==> config.mk <==
export PLATFORM = sky130hd
export DESIGN_NAME = wpc_policy_ctrl
export DESIGN_NICKNAME = d
export VERILOG_FILES = /design/src/rtl/wpc_pkg.sv /design/src/rtl/wpc_attr_reg.sv /design/src/rtl/wpc_region_sel.sv /design/src/rtl/wpc_action_dec.sv /design/src/rtl/wpc_policy_ctrl.sv
export SDC_FILE = /design/constraint.sdc
export NUM_CORES = 1
export LEC_CHECK = 0
export BUFFER_PORTS_ARGS = -buffer_cell sky130_fd_sc_hd__buf_4
export CORE_ASPECT_RATIO = 1.25
export CORE_MARGIN = 4
export CORE_UTILIZATION = 39
export DETAILED_ROUTE_END_ITERATION = 7
export PLACE_DENSITY_LB_ADDON = 0.08
export SYNTH_ARGS = -nofsm -noshare
export SYNTH_HDL_FRONTEND = slang
export SYNTH_HIERARCHICAL = 1
export SYNTH_SLANG_ARGS = --single-unit
==> constraint.sdc <==
create_clock -name clk -period 1.5 [get_ports clk]
set_clock_uncertainty 0.2 [all_clocks]
set_input_delay 0.075 -clock clk [delete_from_list [all_inputs] [get_ports clk]]
set_output_delay 0.075 -clock clk [all_outputs]
set_load 0.005 [all_outputs]
==> src/rtl/wpc_pkg.sv <==
// Package: shared sizes and the action type for the write-policy controller.
// Assumes a power-of-two region count that divides the address space evenly.
package wpc_pkg;
    parameter int unsigned ADDR_W       = 32;   // physical address width
    parameter int unsigned REGION_CNT   = 32;   // number of policy windows
    parameter int unsigned REGNUM_W     = 10;   // special-register number width
    parameter int unsigned ATTR_REG_NUM = 954;  // number of the attribute word

    // Action flags returned for each store.
    typedef struct packed {
        logic upd_line;
        logic wr_mem;
        logic alloc;
    } wpc_act_t;
endpackage

==> src/rtl/wpc_attr_reg.sv <==
// Module: attribute word storage behind the special-register port.
// What it does: holds the per-region policy word. It accepts only privileged
// accesses to one register number, and flags every other access as a fault.
// Assumes: one access per cycle; read data and fault are combinational.
module wpc_attr_reg #(
    parameter int unsigned REG_W    = 32,
    parameter int unsigned NUM_W    = 10,
    parameter int unsigned MATCH_NUM = 954
) (
    input  logic             clk,
    input  logic             rst_n,
    input  logic             acc_req,
    input  logic             acc_we,
    input  logic [NUM_W-1:0] acc_num,
    input  logic             acc_priv,
    input  logic [REG_W-1:0] acc_wdata,
    output logic [REG_W-1:0] acc_rdata,
    output logic             acc_fault,
    output logic [REG_W-1:0] attr_q
);
    localparam logic [NUM_W-1:0] MATCH_V = NUM_W'(MATCH_NUM);

    logic acc_ok;
    logic wr_ok;
    logic rd_ok;

    // Classify the current access as legal or refused.
    always_comb begin
        acc_ok    = acc_req && acc_priv && (acc_num == MATCH_V);
        wr_ok     = acc_ok && acc_we;
        rd_ok     = acc_ok && !acc_we;
        acc_fault = acc_req && !acc_ok;
    end

    // Read mux: the stored word for a legal read, zero otherwise.
    always_comb begin
        acc_rdata = rd_ok ? attr_q : '0;
    end

    // Attribute word: cleared by reset, loaded by a legal write only.
    always_ff @(posedge clk) begin
        if (!rst_n) begin
            attr_q <= '0;
        end else if (wr_ok) begin
            attr_q <= acc_wdata;
        end
    end
endmodule

==> src/rtl/wpc_region_sel.sv <==
// Module: region policy lookup.
// What it does: picks the policy bit of the window that an address falls in.
// The attribute word is numbered MSB-first, so window k uses word bit
// (REGION_CNT-1-k).
// Assumes: only the top IDX_W address bits are passed in.
module wpc_region_sel #(
    parameter int unsigned REGION_CNT = 32,
    localparam int unsigned IDX_W     = $clog2(REGION_CNT)
) (
    input  logic [REGION_CNT-1:0] attr,
    input  logic [IDX_W-1:0]      region_idx,
    output logic                  wt_sel
);
    logic [REGION_CNT-1:0] by_region;

    // Reorder the word so that the vector index equals the window number.
    for (genvar k = 0; k < REGION_CNT; k++) begin : g_reorder
        assign by_region[k] = attr[REGION_CNT-1-k];
    end

    // Select the bit of the addressed window.
    always_comb begin
        wt_sel = by_region[region_idx];
    end
endmodule

==> src/rtl/wpc_action_dec.sv <==
// Module: store action decoder.
// What it does: turns the policy bit and the hit/miss result into the three
// action flags. A write-through miss writes memory without allocating.
// Assumes: inputs are only meaningful while st_valid is high.
module wpc_action_dec
    import wpc_pkg::*;
(
    input  logic     st_valid,
    input  logic     st_is_inst,
    input  logic     st_hit,
    input  logic     wt_sel,
    output wpc_act_t act
);
    // Policy table, gated by a valid data-side store.
    always_comb begin
        act = '0;
        if (st_valid && !st_is_inst) begin
            unique case ({wt_sel, st_hit})
                2'b01: act = '{upd_line: 1'b1, wr_mem: 1'b0, alloc: 1'b0};
                2'b00: act = '{upd_line: 1'b1, wr_mem: 1'b0, alloc: 1'b1};
                2'b11: act = '{upd_line: 1'b1, wr_mem: 1'b1, alloc: 1'b0};
                default: act = '{upd_line: 1'b0, wr_mem: 1'b1, alloc: 1'b0};
            endcase
        end
    end
endmodule

==> src/rtl/wpc_policy_ctrl.sv <==
// Module: top of the region-based cache write-policy controller.
// What it does: joins the attribute word, the region lookup and the action
// decoder. Actions are combinational, and a register write is visible from
// the next cycle on.
// Assumes: synchronous active-low reset; one store and one register access
// per cycle at most.
module wpc_policy_ctrl
    import wpc_pkg::*;
#(
    parameter int unsigned P_ADDR_W   = ADDR_W,
    parameter int unsigned P_REGIONS  = REGION_CNT,
    parameter int unsigned P_NUM_W    = REGNUM_W,
    parameter int unsigned P_REG_NUM  = ATTR_REG_NUM,
    localparam int unsigned IDX_W     = $clog2(P_REGIONS)
) (
    input  logic                 clk,
    input  logic                 rst_n,
    input  logic                 reg_req,
    input  logic                 reg_we,
    input  logic [P_NUM_W-1:0]   reg_num,
    input  logic                 reg_priv,
    input  logic [P_REGIONS-1:0] reg_wdata,
    output logic [P_REGIONS-1:0] reg_rdata,
    output logic                 reg_fault,
    input  logic                 st_valid,
    input  logic                 st_is_inst,
    input  logic [P_ADDR_W-1:0]  st_addr,
    input  logic                 st_hit,
    output logic                 act_upd_line,
    output logic                 act_wr_mem,
    output logic                 act_alloc
);
    logic [P_REGIONS-1:0] attr_q;
    logic                 wt_sel;
    wpc_act_t             act;
    logic                 unused_low_addr;

    // Offset bits inside a window play no part in the policy.
    assign unused_low_addr = ^st_addr[P_ADDR_W-IDX_W-1:0];

    wpc_attr_reg #(
        .REG_W    (P_REGIONS),
        .NUM_W    (P_NUM_W),
        .MATCH_NUM(P_REG_NUM)
    ) u_attr (
        .clk      (clk),
        .rst_n    (rst_n),
        .acc_req  (reg_req),
        .acc_we   (reg_we),
        .acc_num  (reg_num),
        .acc_priv (reg_priv),
        .acc_wdata(reg_wdata),
        .acc_rdata(reg_rdata),
        .acc_fault(reg_fault),
        .attr_q   (attr_q)
    );

    wpc_region_sel #(
        .REGION_CNT(P_REGIONS)
    ) u_sel (
        .attr      (attr_q),
        .region_idx(st_addr[P_ADDR_W-1 -: IDX_W]),
        .wt_sel    (wt_sel)
    );

    wpc_action_dec u_dec (
        .st_valid  (st_valid),
        .st_is_inst(st_is_inst),
        .st_hit    (st_hit),
        .wt_sel    (wt_sel),
        .act       (act)
    );

    // Unpack the action flags to the ports.
    always_comb begin
        act_upd_line = act.upd_line;
        act_wr_mem   = act.wr_mem;
        act_alloc    = act.alloc;
    end
endmodule

==> results of run 1 <==
logic make-up after synthesis:
| kind of cell | Yosys count | share of synthesized area [%] |
|---|---|---|
| buffers and inverters | 18 | 5.85 |
| AO/OA/AOI/OAI | 11 | 4.18 |
| AND/OR/NAND/NOR | 118 | 32.3 |
| flip-flops | 32 | 32.9 |
| multiplexers | 48 | 24.7 |
repair_timing:
| action | in CTS | in global routing |
|---|---|---|
| gates cloned | 0 | 3 |
| hold endpoints to repair | 32 | 0 |
| buffers inserted | 3 | 4 |
| pin swaps | 6 | 27 |
| hold buffers | 32 | 0 |
| setup endpoints to repair | 3 | 35 |
| gates resized for setup | 5 | 67 |
path summary, 6_finish.rpt:
| path | end | slack, ns | depth (start not counted) |
|---|---|---|---|
| setup / recovery | act_alloc | -0.52 | 7 |
| hold / removal | u_attr/attr_q[25] | 0.09 | 4 |
| hold reg to reg | u_attr/attr_q[13] | 0.28 | 2 |
| setup reg to reg | u_attr/attr_q[29] | 0.58 | 3 |
area by class of cell:
cell class | count | share of cell area, %
Timing Repair Buffer | 160 | 41.3
Clock inverter | 1 | 0.822
Clock buffer | 7 | 2.64
Tap cell | 60 | 2.06
Multi-Input combinational cell | 177 | 35.1
Inverter | 3 | 0.308
Sequential cell | 32 | 17.7
critical path, cell delays in order (launching register included):
cell,delay [ns]
dfxtp_2,0.32
mux2i_1,0.19
a22oi_1,0.10
nand4b_1,0.11
a21oi_2,0.04
a311o_1,0.39
nor3_2,0.18
buf_4,0.13
synth_stat cells, types with 2 or more instances:
cell	instances	area share [%]
buf_6	4	2.3
a22oi_1	4	1.5
mux2i_1	48	25
nor2_1	2	0.39
nand3_1	2	0.51
clkbuf_1	10	1.9
dfxtp_1	32	33
nand4b_4	2	2.4
nand4b_1	2	0.90
inv_1	3	0.58
nand2_1	70	14
and2_1	33	11
a21oi_1	3	0.77
routing by layer:
metal | track usage (%) | part of all wire (%)
met1 | 21.3 | 38
met2 | 35.5 | 55
met3 | 5.77 | 4.7
met4 | 6.50 | 2.4
met5 | 0 | 0
power breakdown:
part | leakage (uW) | switching, uW | internal (uW) | total (uW)
clock network | 0.0000645 | 326 | 586 | 912
registers | 0.000261 | 0.0593 | 849 | 849
logic | 0.00134 | 127 | 219 | 345
total | 0.00166 | 453 | 1650 | 2110
per-stage QoR:
stage	worst slack [ns]	cells	cell area, um2
after detailed placement	-0.227	390	2880
after global placement	-0.208	390	2880
final	-0.521	440	3650
after global routing	-0.594	440	3650
after CTS	-0.449	433	3350
after floorplan	0.0207	227	1950
==> metrics.md, run 1 <==
| Metric | Value |
|---|---|
| Status | finished with violations |
| Failing checks | negative setup slack |
| Crit Path Max Fanout | 3 |
| Asr flop ratio synth | 0% |
| Final hold violations | 0 |
| Worst Hold Class | in -> reg |
| Setup TNS | -1.85 ns |
| Syn avg cell area | 8.57 um2 |
| Critical Path RT | 1.22 ns |
| CP Class | reg -> out |
| Port bufs | 90 |
| Hold Crit Start | rst_n |
| Tmin final | 2.02 ns |
| Worst-skew pair later-pin latency | 0.29 ns |
| Initial detailed-routing violation count | 80 |
| Worst rel slew slack | 77.9% |
| Syn Inst Count | 227 |
| Vias in the first global route | 2164 |
| Routed len/inst | 14.2 um |
| Most flops, register | u_attr/attr_q |
| Initial Util | 40.5% |
| Row count | 28 |
| # setup viols final | 26 |
| Total congestion overflow | 0 |
| Net count after synthesis | 309 |
| Worst Setup SP | u_attr/attr_q[8] |
| Power Total | 2110 uW |
| Worst vdd ir | 0.560 mV |
| Ys Warns | 6 |
| Overall routing resource usage | 19.5% |
| CTS tree | built |
| PwrDens | 577 nW/um2 |
| NumNets Final | 461 |
| Wire length of the first global-routing pass | 9650 um |
| Post-synthesis sequential area ratio | 32.9% |
| CTS sink cnt | 32 |
| Final worst slack | -0.521 ns |
| First-pass DRT Iterations | 4 |
| Post-synth design cell area | 1950 um2 |
| Die area | 6190 um2 |
| Critical R2R Launch | u_attr/attr_q[29] |
| Post-synthesis cell type count | 25 |
| Startpoint Class | flip-flop |
| Ports | 118 |
| Commonest non-fill, non-tap cell in the layout | buf_4 |
| Core area | 4800 um2 |
| Multi-input combinational cell area | 1280 um2 |
| CTS max path bufs | 2 |
| Area grow syn2layout | 87.7% |
| Die width | 71.2 um |
| Antenna fix cells | 0 |
| Final period util | 135% |
| Chip height | 87.0 um |
| Commonest cells after routing, fill and taps aside | buf_4, nand2_1, mux2i_1 |
| Initial antenna violation count | 0 |
| CTS root buf | clkbuf_8 |
| Largest net degree at the start of global routing | 65 |
| Max Transition Viols Final | 0 |
| Largest register FFs | 32 |
| FF+latch area | 648 um2 |
| H-tree Lvls | 2 |
| RSZ-0062 raised after global routing | yes |
| Final Core Density | 76.1% |
| Worst slew pin tran | 0.330 ns |
| Biggest regs | u_attr/attr_q: 32 flops |
| Final routed DRC violation total | 0 |
| Minimum hold slack | 0.0930 ns |
| Worst EP arrival | 1.75 ns |
| DRT Wirelength | 6250 um |
| Leakage Power | 0.00166 uW |
| Detail Route Antenna Nets | 0 |
| Critical Path End Type | output port |
| Ys flop type | dfxtp_1 |
| Worst-path clk slew | 0.07 ns |
| Yosys reg bits | 32 |
| Via count | 2084 |
| DR vias/cell | 4.74 |
| CTS Buf Count | 5 |
| Detailed placement HPWL | 3870 um |
| Filler cells | 343 |
| Max-Cap Viols | 0 |
| Layout cell share with drive strength beyond 1 | 47.9% |
| RD Place Congestion | 0.751 |
| Post-synth EDFFs | 0 |
| Max Freq | 0.495 GHz |
Note: power is estimated with default switching activity, not from simulation.
==> run 2: changes to the inputs <==
Settings changed: CORE_ASPECT_RATIO 1.25 to default, CORE_UTILIZATION 39 to 38, SYNTH_HIERARCHICAL 1 to default.
==> run 2 against run 1 <==
  * The run still ends with negative setup slack left
  * Design area shrank 1.1%
  * Sequential share of layout area increased by 0.13 points
  * Die area decreased by 2.9%
  * Critical path depth stayed put
  * Maximum frequency is 3.5% higher
  * Combinational power fell by 14%
  * Clock-buffer cell count stayed put
  * Final cell count is 7.5% lower
  * Flip-flop and latch count unchanged
  * Largest cell class unchanged
==> metrics.md, run 2 <==
| Metric | Value |
|---|---|
| Status | finished with violations (unchanged) |
| Failing checks | negative setup slack (unchanged) |
| Crit Path Max Fanout | 3 (unchanged) |
| RSZ-0062 raised after global routing | yes (unchanged) |
| Total congestion overflow | 0 (unchanged) |
| Ys Warns | 0 (was 6) |
| Commonest cells post-synth | mux2i_1, nor2b_1, and2_1 (was nand2_1, mux2i_1, and2_1) |
| Commonest cells after routing, fill and taps aside | buf_4, mux2i_1, buf_6 (was buf_4, nand2_1, mux2i_1) |
| Commonest non-fill, non-tap cell in the layout | buf_4 (unchanged) |
| Synth top area share | 34.9% (was 32.9%) |
| Net count after synthesis | 272 (was 309) |
| Final worst slack | -0.453 ns (was -0.521 ns) |
| Post-synth EDFFs | 0 (unchanged) |
| Core area | 4690 um2 (was 4800 um2) |
| Comb power frac | 15.8% (was 16.4%) |
| Port bufs | 90 (unchanged) |
| Startpoint Class | flip-flop (unchanged) |
| Final hold violations | 0 (unchanged) |
| Hold Crit Start | st_is_inst (was rst_n) |
| Worst slew pin tran | 0.285 ns (was 0.330 ns) |
| Syn avg cell area | 9.67 um2 (was 8.57 um2) |
| Critical R2R Launch | u_attr.attr_q[6] (was u_attr/attr_q[29]) |
| Worst EP arrival | 1.68 ns (was 1.75 ns) |
| Largest net degree at the start of global routing | 33 (was 65) |
| Leakage Power | 0.00159 uW (was 0.00166 uW) |
| CTS tree | built (unchanged) |
| PwrDens | 517 nW/um2 (was 577 nW/um2) |
| Initial detailed-routing violation count | 71 (was 80) |
| DRT Wirelength | 6050 um (was 6250 um) |
| Worst Setup SP | u_attr.attr_q[17] (was u_attr/attr_q[8]) |
| Most flops, register | u_attr.attr_q (was u_attr/attr_q) |
| Share of power burned in registers | 45.5% (was 40.3%) |
| # setup viols final | 35 (was 26) |
| Grt met2 use | 34.5% (was 35.5%) |
| Initial antenna violation count | 0 (unchanged) |
| Yosys reg bits | 32 (unchanged) |
| Largest register FFs | 32 (unchanged) |
| CP Class | reg -> out (unchanged) |
| Via count | 1926 (was 2084) |
| R2R Setup Slk | 0.55 ns (was 0.58 ns) |
| Worst reg2reg path endpoint | u_attr.attr_q[6] (was u_attr/attr_q[29]) |
| Worst rel slew slack | 81.0% (was 77.9%) |
| GR peak layer | met2 (unchanged) |
| Initial Util | 39.2% (was 40.5%) |
| NumNets Final | 435 (was 461) |
| Worst Hold Class | in -> out (was in -> reg) |
| Overall routing resource usage | 19.3% (was 19.5%) |
| First-pass DRT Iterations | 4 (unchanged) |
| Switching Share | 21.7% (was 21.5%) |
| Minimum hold slack | 0.198 ns (was 0.0930 ns) |
| Detail Route Antenna Nets | 0 (unchanged) |
| Ys flop type | dfxtp_1 (unchanged) |
| Max-Cap Viols | 0 (unchanged) |
| CTS max path bufs | 2 (unchanged) |
| Area leader, netlist | dfxtp_1 (unchanged) |
| Asr flop ratio synth | 0% (unchanged) |
| CTS root buf | clkbuf_8 (unchanged) |
| Worst vdd ir | 0.315 mV (was 0.560 mV) |
| Row count | 25 (was 28) |
| Post-synthesis cell type count | 25 (unchanged) |
| DR vias/cell | 4.73 (was 4.74) |
| Clk network pwr share | 38.7% (was 43.3%) |
| Worst-skew pair later-pin latency | 0.28 ns (was 0.29 ns) |
| FF-to-FF path depth | 3 (unchanged) |
| Layout cell share with drive strength beyond 1 | 52.7% (was 47.9%) |
| Max Freq | 0.512 GHz (was 0.495 GHz) |
| Chip height | 77.5 um (was 87.0 um) |
| CTS sink cnt | 32 (unchanged) |
| H-tree Lvls | 2 (unchanged) |
| Critical Path End Type | output port (unchanged) |
| Critical Path Sink | act_alloc (unchanged) |
| Tmin final | 1.95 ns (was 2.02 ns) |
| Switching power | 404 uW (was 453 uW) |
| Die area | 6010 um2 (was 6190 um2) |
| Vias in the first global route | 2018 (was 2164) |
| Biggest regs | u_attr.attr_q: 32 flops (was u_attr/attr_q: 32 flops) |
| Routed len/inst | 14.9 um (was 14.2 um) |
| Final Non-Filler Cells | 407 (was 440) |
| Post-synthesis sequential area ratio | 34.9% (was 32.9%) |
| Placed insts | 356 (was 390) |
| Wire length of the first global-routing pass | 9360 um (was 9650 um) |
| RD Place Congestion | 0.768 (was 0.751) |
| Max Transition Viols Final | 0 (unchanged) |
| Post-synth design cell area | 1840 um2 (was 1950 um2) |
| Worst-path clk slew | 0.07 ns (about the same) |
| Final period util | 130% (was 135%) |
| Critical Path RT | 1.22 ns (about the same) |
| Setup TNS | -3.06 ns (was -1.85 ns) |
| Internal power | 1460 uW (was 1650 uW) |
| Area grow syn2layout | 96.5% (was 87.7%) |
| Antenna fix cells | 0 (unchanged) |
| CTS Buf Count | 5 (unchanged) |
| Syn Inst Count | 190 (was 227) |
| Met1 usage | 22.7% (was 21.3%) |
| Most common cell in the netlist | mux2i_1 (was nand2_1) |
| Synth top area cells | dfxtp_1, mux2i_1, nor2b_1 (was dfxtp_1, mux2i_1, nand2_1) |
| M3 GR Usage | 5.34% (was 5.77%) |
| Die width | 77.5 um (was 71.2 um) |
| Final routed DRC violation total | 0 (unchanged) |
| Worst hold stages | 3 (was 4) |
| Ports | 118 (unchanged) |
| Detailed placement HPWL | 3700 um (was 3870 um) |
run 2: stage by stage:
stage | utilization, % | cell area (um2) | worst slack [ns] | power, uW
CTS | 73.3 | 3440 | -0.444 | 1870
detailed placement | 59.1 | 2770 | -0.287 | 1080
floorplan | - | 1840 | 0.0586 | 950
finish | 77.0 | 3610 | -0.453 | 1870
global route | 77.0 | 3610 | -0.551 | 1930
global placement | 59.1 | 2770 | -0.198 | 1080
run 2: worst min-delay path by stage:
stage and end:
2_1_floorplan act_wr_mem, 3_3_place_gp u_attr.attr_q[1], 3_5_place_dp u_attr.attr_q[31], 4_1_cts act_wr_mem, 5_1_grt act_wr_mem, 6_report act_wr_mem
run 2: cells by family after synthesis:
| logic type | Yosys count | synth area share (%) |
|---|---|---|
| AND/OR/NAND/NOR | 87 | 29.4 |
| multiplexers | 48 | 26.1 |
| flip-flops | 32 | 34.9 |
| buffers and inverters | 13 | 5.38 |
| AO/OA/AOI/OAI | 10 | 4.22 |
run 2: area by class of cell:
type | instances | area, um2
Clock buffer | 7 | 96.3
Fill cell | 320 | 1080
Inverter | 1 | 3.75
Multi-Input combinational cell | 145 | 1220
Sequential cell | 32 | 646
Tap cell | 54 | 67.6
Timing Repair Buffer | 168 | 1580
run 2: timing repair:
item | CTS | global route
gates resized for setup | 60 | 27
hold buffers | 33 | 0
endpoints found under the setup margin | 35 | 67
endpoints found under the hold margin | 32 | 0
buffers inserted | 4 | 2
cloned | 3 | 3
pin swaps | 29 | 15
run 2: critical path, cell delays in order (launching register included):
cell and delay, ns:
dfxtp_2 0.32, mux2i_1 0.16, a22oi_1 0.11, nand4b_1 0.11
a21oi_2 0.04, a311oi_2 0.31, and4b_1 0.24, buf_4 0.11
run 2: per-layer routing:
layer	wire (um)	share of wire (%)	vias to the layer above
li1	-	-	966
met1	2650	44	899
met2	3030	50	55
met3	317	5.2	6
met4	46	0.76	0
met5	0	0	-
run 2: power groups by stage:
stage,logic [uW],registers [uW],clock network [uW]
floorplan,81.2,869,0
global placement,213,869,0
detailed placement,216,869,0
CTS,291,849,730
global route,318,849,764
finish,296,849,722
==> run 3: changes to the inputs <==
--- a/config.mk
+++ b/config.mk
@@ -11,2 +11,3 @@
 export DETAILED_ROUTE_END_ITERATION = 7
+export GPL_TIMING_DRIVEN = 0
 export PLACE_DENSITY_LB_ADDON = 0.08
==> constraint.sdc (replaced) <==
create_clock -name clk -period 1.5 [get_ports clk]
set_clock_uncertainty 0.2 [all_clocks]
set_input_delay 0.375 -clock clk [delete_from_list [all_inputs] [get_ports clk]]
set_output_delay 0.375 -clock clk [all_outputs]
set_load 0.005 [all_outputs]
==> run 3 against run 2 <==
  * The flow still finishes with violations (negative setup slack)
  * Final cell count down 11%
  * First-iteration DRC count up 1.4%
  * Design area down 8.8%
  * Die area unchanged
  * Critical path type is now in -> out
  * Largest power group is now the clock network
==> metrics.md, run 3 (synthesis results as in run 2) <==
| Metric | Value |
|---|---|
| Comb power frac | 12.5% (was 15.8%) |
| Core area | 4690 um2 (unchanged) |
| Worst-skew pair later-pin latency | 0.28 ns (about the same) |
| H-tree Lvls | 2 (unchanged) |
| Clk network pwr share | 45.3% (was 38.7%) |
| Wire length of the first global-routing pass | 9170 um (was 9360 um) |
| Commonest cells after routing, fill and taps aside | buf_4, buf_6, mux2i_1 (was buf_4, mux2i_1, buf_6) |
| Initial Util | 39.2% (unchanged) |
| Most flops, register | u_attr.attr_q (unchanged) |
| Worst slew pin tran | 0.364 ns (was 0.285 ns) |
| Power Total | 2010 uW (was 1870 uW) |
| Critical Path End Type | output port (unchanged) |
| Placed cell areas | 2610 um2 (was 2770 um2) |
| Switching Share | 20.3% (was 21.7%) |
| Overall routing resource usage | 19.1% (was 19.3%) |
| Routed len/inst | 15.3 um (was 14.9 um) |
| Worst Hold Class | in -> reg (was in -> out) |
| Max stage delay on crit path | 0.33 ns (was 0.32 ns) |
| Final routed DRC violation total | 0 (unchanged) |
| DR vias/cell | 4.84 (was 4.73) |
| Cell family with most CP delay | compound AO/OA/AOI/OAI gates (unchanged) |
| Startpoint Class | primary input (was flip-flop) |
| Worst-path clk slew | 0.07 ns (about the same) |
| Commonest non-fill, non-tap cell in the layout | buf_4 (unchanged) |
| Worst Setup SP | st_addr[28] (was u_attr.attr_q[17]) |
| CTS Buf Count | 5 (unchanged) |
| NumNets Final | 388 (was 435) |
| Tmin final | 2.34 ns (was 1.95 ns) |
| Critical Path RT | 0.92 ns (was 1.22 ns) |
| Critical path buffers and inverters | 4 (was 1) |
| Antenna fix cells | 0 (unchanged) |
| PwrDens | 611 nW/um2 (was 517 nW/um2) |
| Worst rel slew slack | 75.8% (was 81.0%) |
| Final period util | 156% (was 130%) |
| Critical R2R Launch | u_attr.attr_q[18] (was u_attr.attr_q[6]) |
| Share of power burned in registers | 42.2% (was 45.5%) |
| Via count | 1747 (was 1926) |
| Hold Crit Start | reg_wdata[8] (was st_is_inst) |
| Layout cell share with drive strength beyond 1 | 57.3% (was 52.7%) |
| DRT Wirelength | 5520 um (was 6050 um) |
| Final worst slack | -0.835 ns (was -0.453 ns) |
| Worst EP arrival | 1.76 ns (was 1.68 ns) |
| RSZ-0062 raised after global routing | yes (unchanged) |
| Leakage Power | 0.00138 uW (was 0.00159 uW) |
| Status | finished with violations (unchanged) |
| Die width | 77.5 um (unchanged) |
| CTS sink cnt | 32 (unchanged) |
| First-pass DRT Iterations | 4 (unchanged) |
| Detail Route Antenna Nets | 0 (unchanged) |
| Final std cell area, no fill | 3290 um2 (was 3610 um2) |
| Max-Cap Viols | 0 (unchanged) |
| Die area | 6010 um2 (unchanged) |
| Initial antenna violation count | 0 (unchanged) |
| Total congestion overflow | 0 (unchanged) |
| Largest register FFs | 32 (unchanged) |
| # setup viols final | 68 (was 35) |
| CP Class | in -> out (was reg -> out) |
| Vias in the first global route | 1920 (was 2018) |
| Final hold violations | 0 (unchanged) |
| Crit path top cell by count | buf_12 |
| CTS root buf | clkbuf_8 (unchanged) |
| Biggest regs | u_attr.attr_q: 32 flops (unchanged) |
| Crit Path Max Fanout | 6 (was 3) |
| RD Place Congestion | 0.745 (was 0.768) |
| Max Transition Viols Final | 0 (unchanged) |
| Ports | 118 (unchanged) |
| Internal power | 1600 uW (was 1460 uW) |
| Detailed placement HPWL | 3750 um (was 3700 um) |
| Port bufs | 89 (was 90) |
| Worst path slowest cell | a311oi_2 (was dfxtp_2) |
| Switching power | 409 uW (was 404 uW) |
| Initial detailed-routing violation count | 72 (was 71) |
| Failing checks | negative setup slack (unchanged) |
| Filler cells | 384 (was 320) |
| Max Freq | 0.428 GHz (was 0.512 GHz) |
| Crit-path cells | buf_12, buf_12, buf_8, mux2i_2, a22oi_1, a311oi_2, and4b_1, buf_4 (was mux2i_1, a22oi_1, nand4b_1, a21oi_2, a311oi_2, and4b_1, buf_4) |
| Largest net degree at the start of global routing | 11 (was 33) |
| Row count | 25 (unchanged) |
| CTS tree | built (unchanged) |
| Area grow syn2layout | 79.1% (was 96.5%) |
| Chip height | 77.5 um (unchanged) |
| Worst vdd ir | 0.416 mV (was 0.315 mV) |
| CTS max path bufs | 2 (unchanged) |
-- run 3: power groups by stage --
stage	Combinational, uW	Clock [uW]	Sequential, uW
2_1_floorplan	84.6	0	869
3_3_place_gp	219	0	869
3_5_place_dp	221	0	869
4_1_cts	248	929	849
5_1_grt	270	970	849
6_report	252	911	849
-- run 3: worst paths after layout --
kind         depth (start not counted)           endpoint  slack, ns
max                                  8          act_alloc      -0.84
min                                  3   u_attr.attr_q[8]       0.14
max reg2reg                          2  u_attr.attr_q[18]       0.64
min reg2reg                          2   u_attr.attr_q[8]       0.33
-- run 3: worst reg2reg max path: stages, from the launching register on --
cell and delay [ns]:
dfxtp_1 0.33, mux2i_2 0.16, nor2b_1 0.06
-- run 3: what timing repair did --
item                       CTS  global route
hold buffers                 0             0
buffers inserted            19             1
cloned                       6             0
setup endpoints to repair   66            68
pin swaps                   21            10
gates resized for setup     79            35
-- run 3: through the flow --
step | setup TNS, ns | utilization, % | instances | setup WS (ns) | hold WS (ns)
global placement | -44.26 | 55.7 | 333 | -0.901 | 0.316
CTS | -34.49 | 70.0 | 365 | -0.820 | 0.137
detailed placement | -44.28 | 55.7 | 333 | -0.905 | 0.326
floorplan | -20.47 | - | 190 | -0.511 | 0.296
global route | -39.31 | 70.2 | 361 | -0.872 | 0.149
finish | -34.70 | 70.2 | 361 | -0.835 | 0.145
-- run 3: layer usage --
layer	wire length [um]	global-route usage [%]	vias up
met3	324	6.26	6
li1	-	-	877
met1	2500	24.3	811
met5	0	0	-
met2	2640	31.1	53
met4	52	5.16	0
-- run 3: final cells by class --
cell class / instances / area [um2] / area share (%)
plain buffers: 9 / 121 / 3.69
multi-input cells: 145 / 1240 / 37.7
well taps: 54 / 67.6 / 2.05
flip-flops and latches: 32 / 646 / 19.6
repair buffers: 112 / 1090 / 33.0
inverters: 1 / 3.75 / 0.114
clock inverters: 1 / 30.0 / 0.912
clock buffers: 7 / 96.3 / 2.93
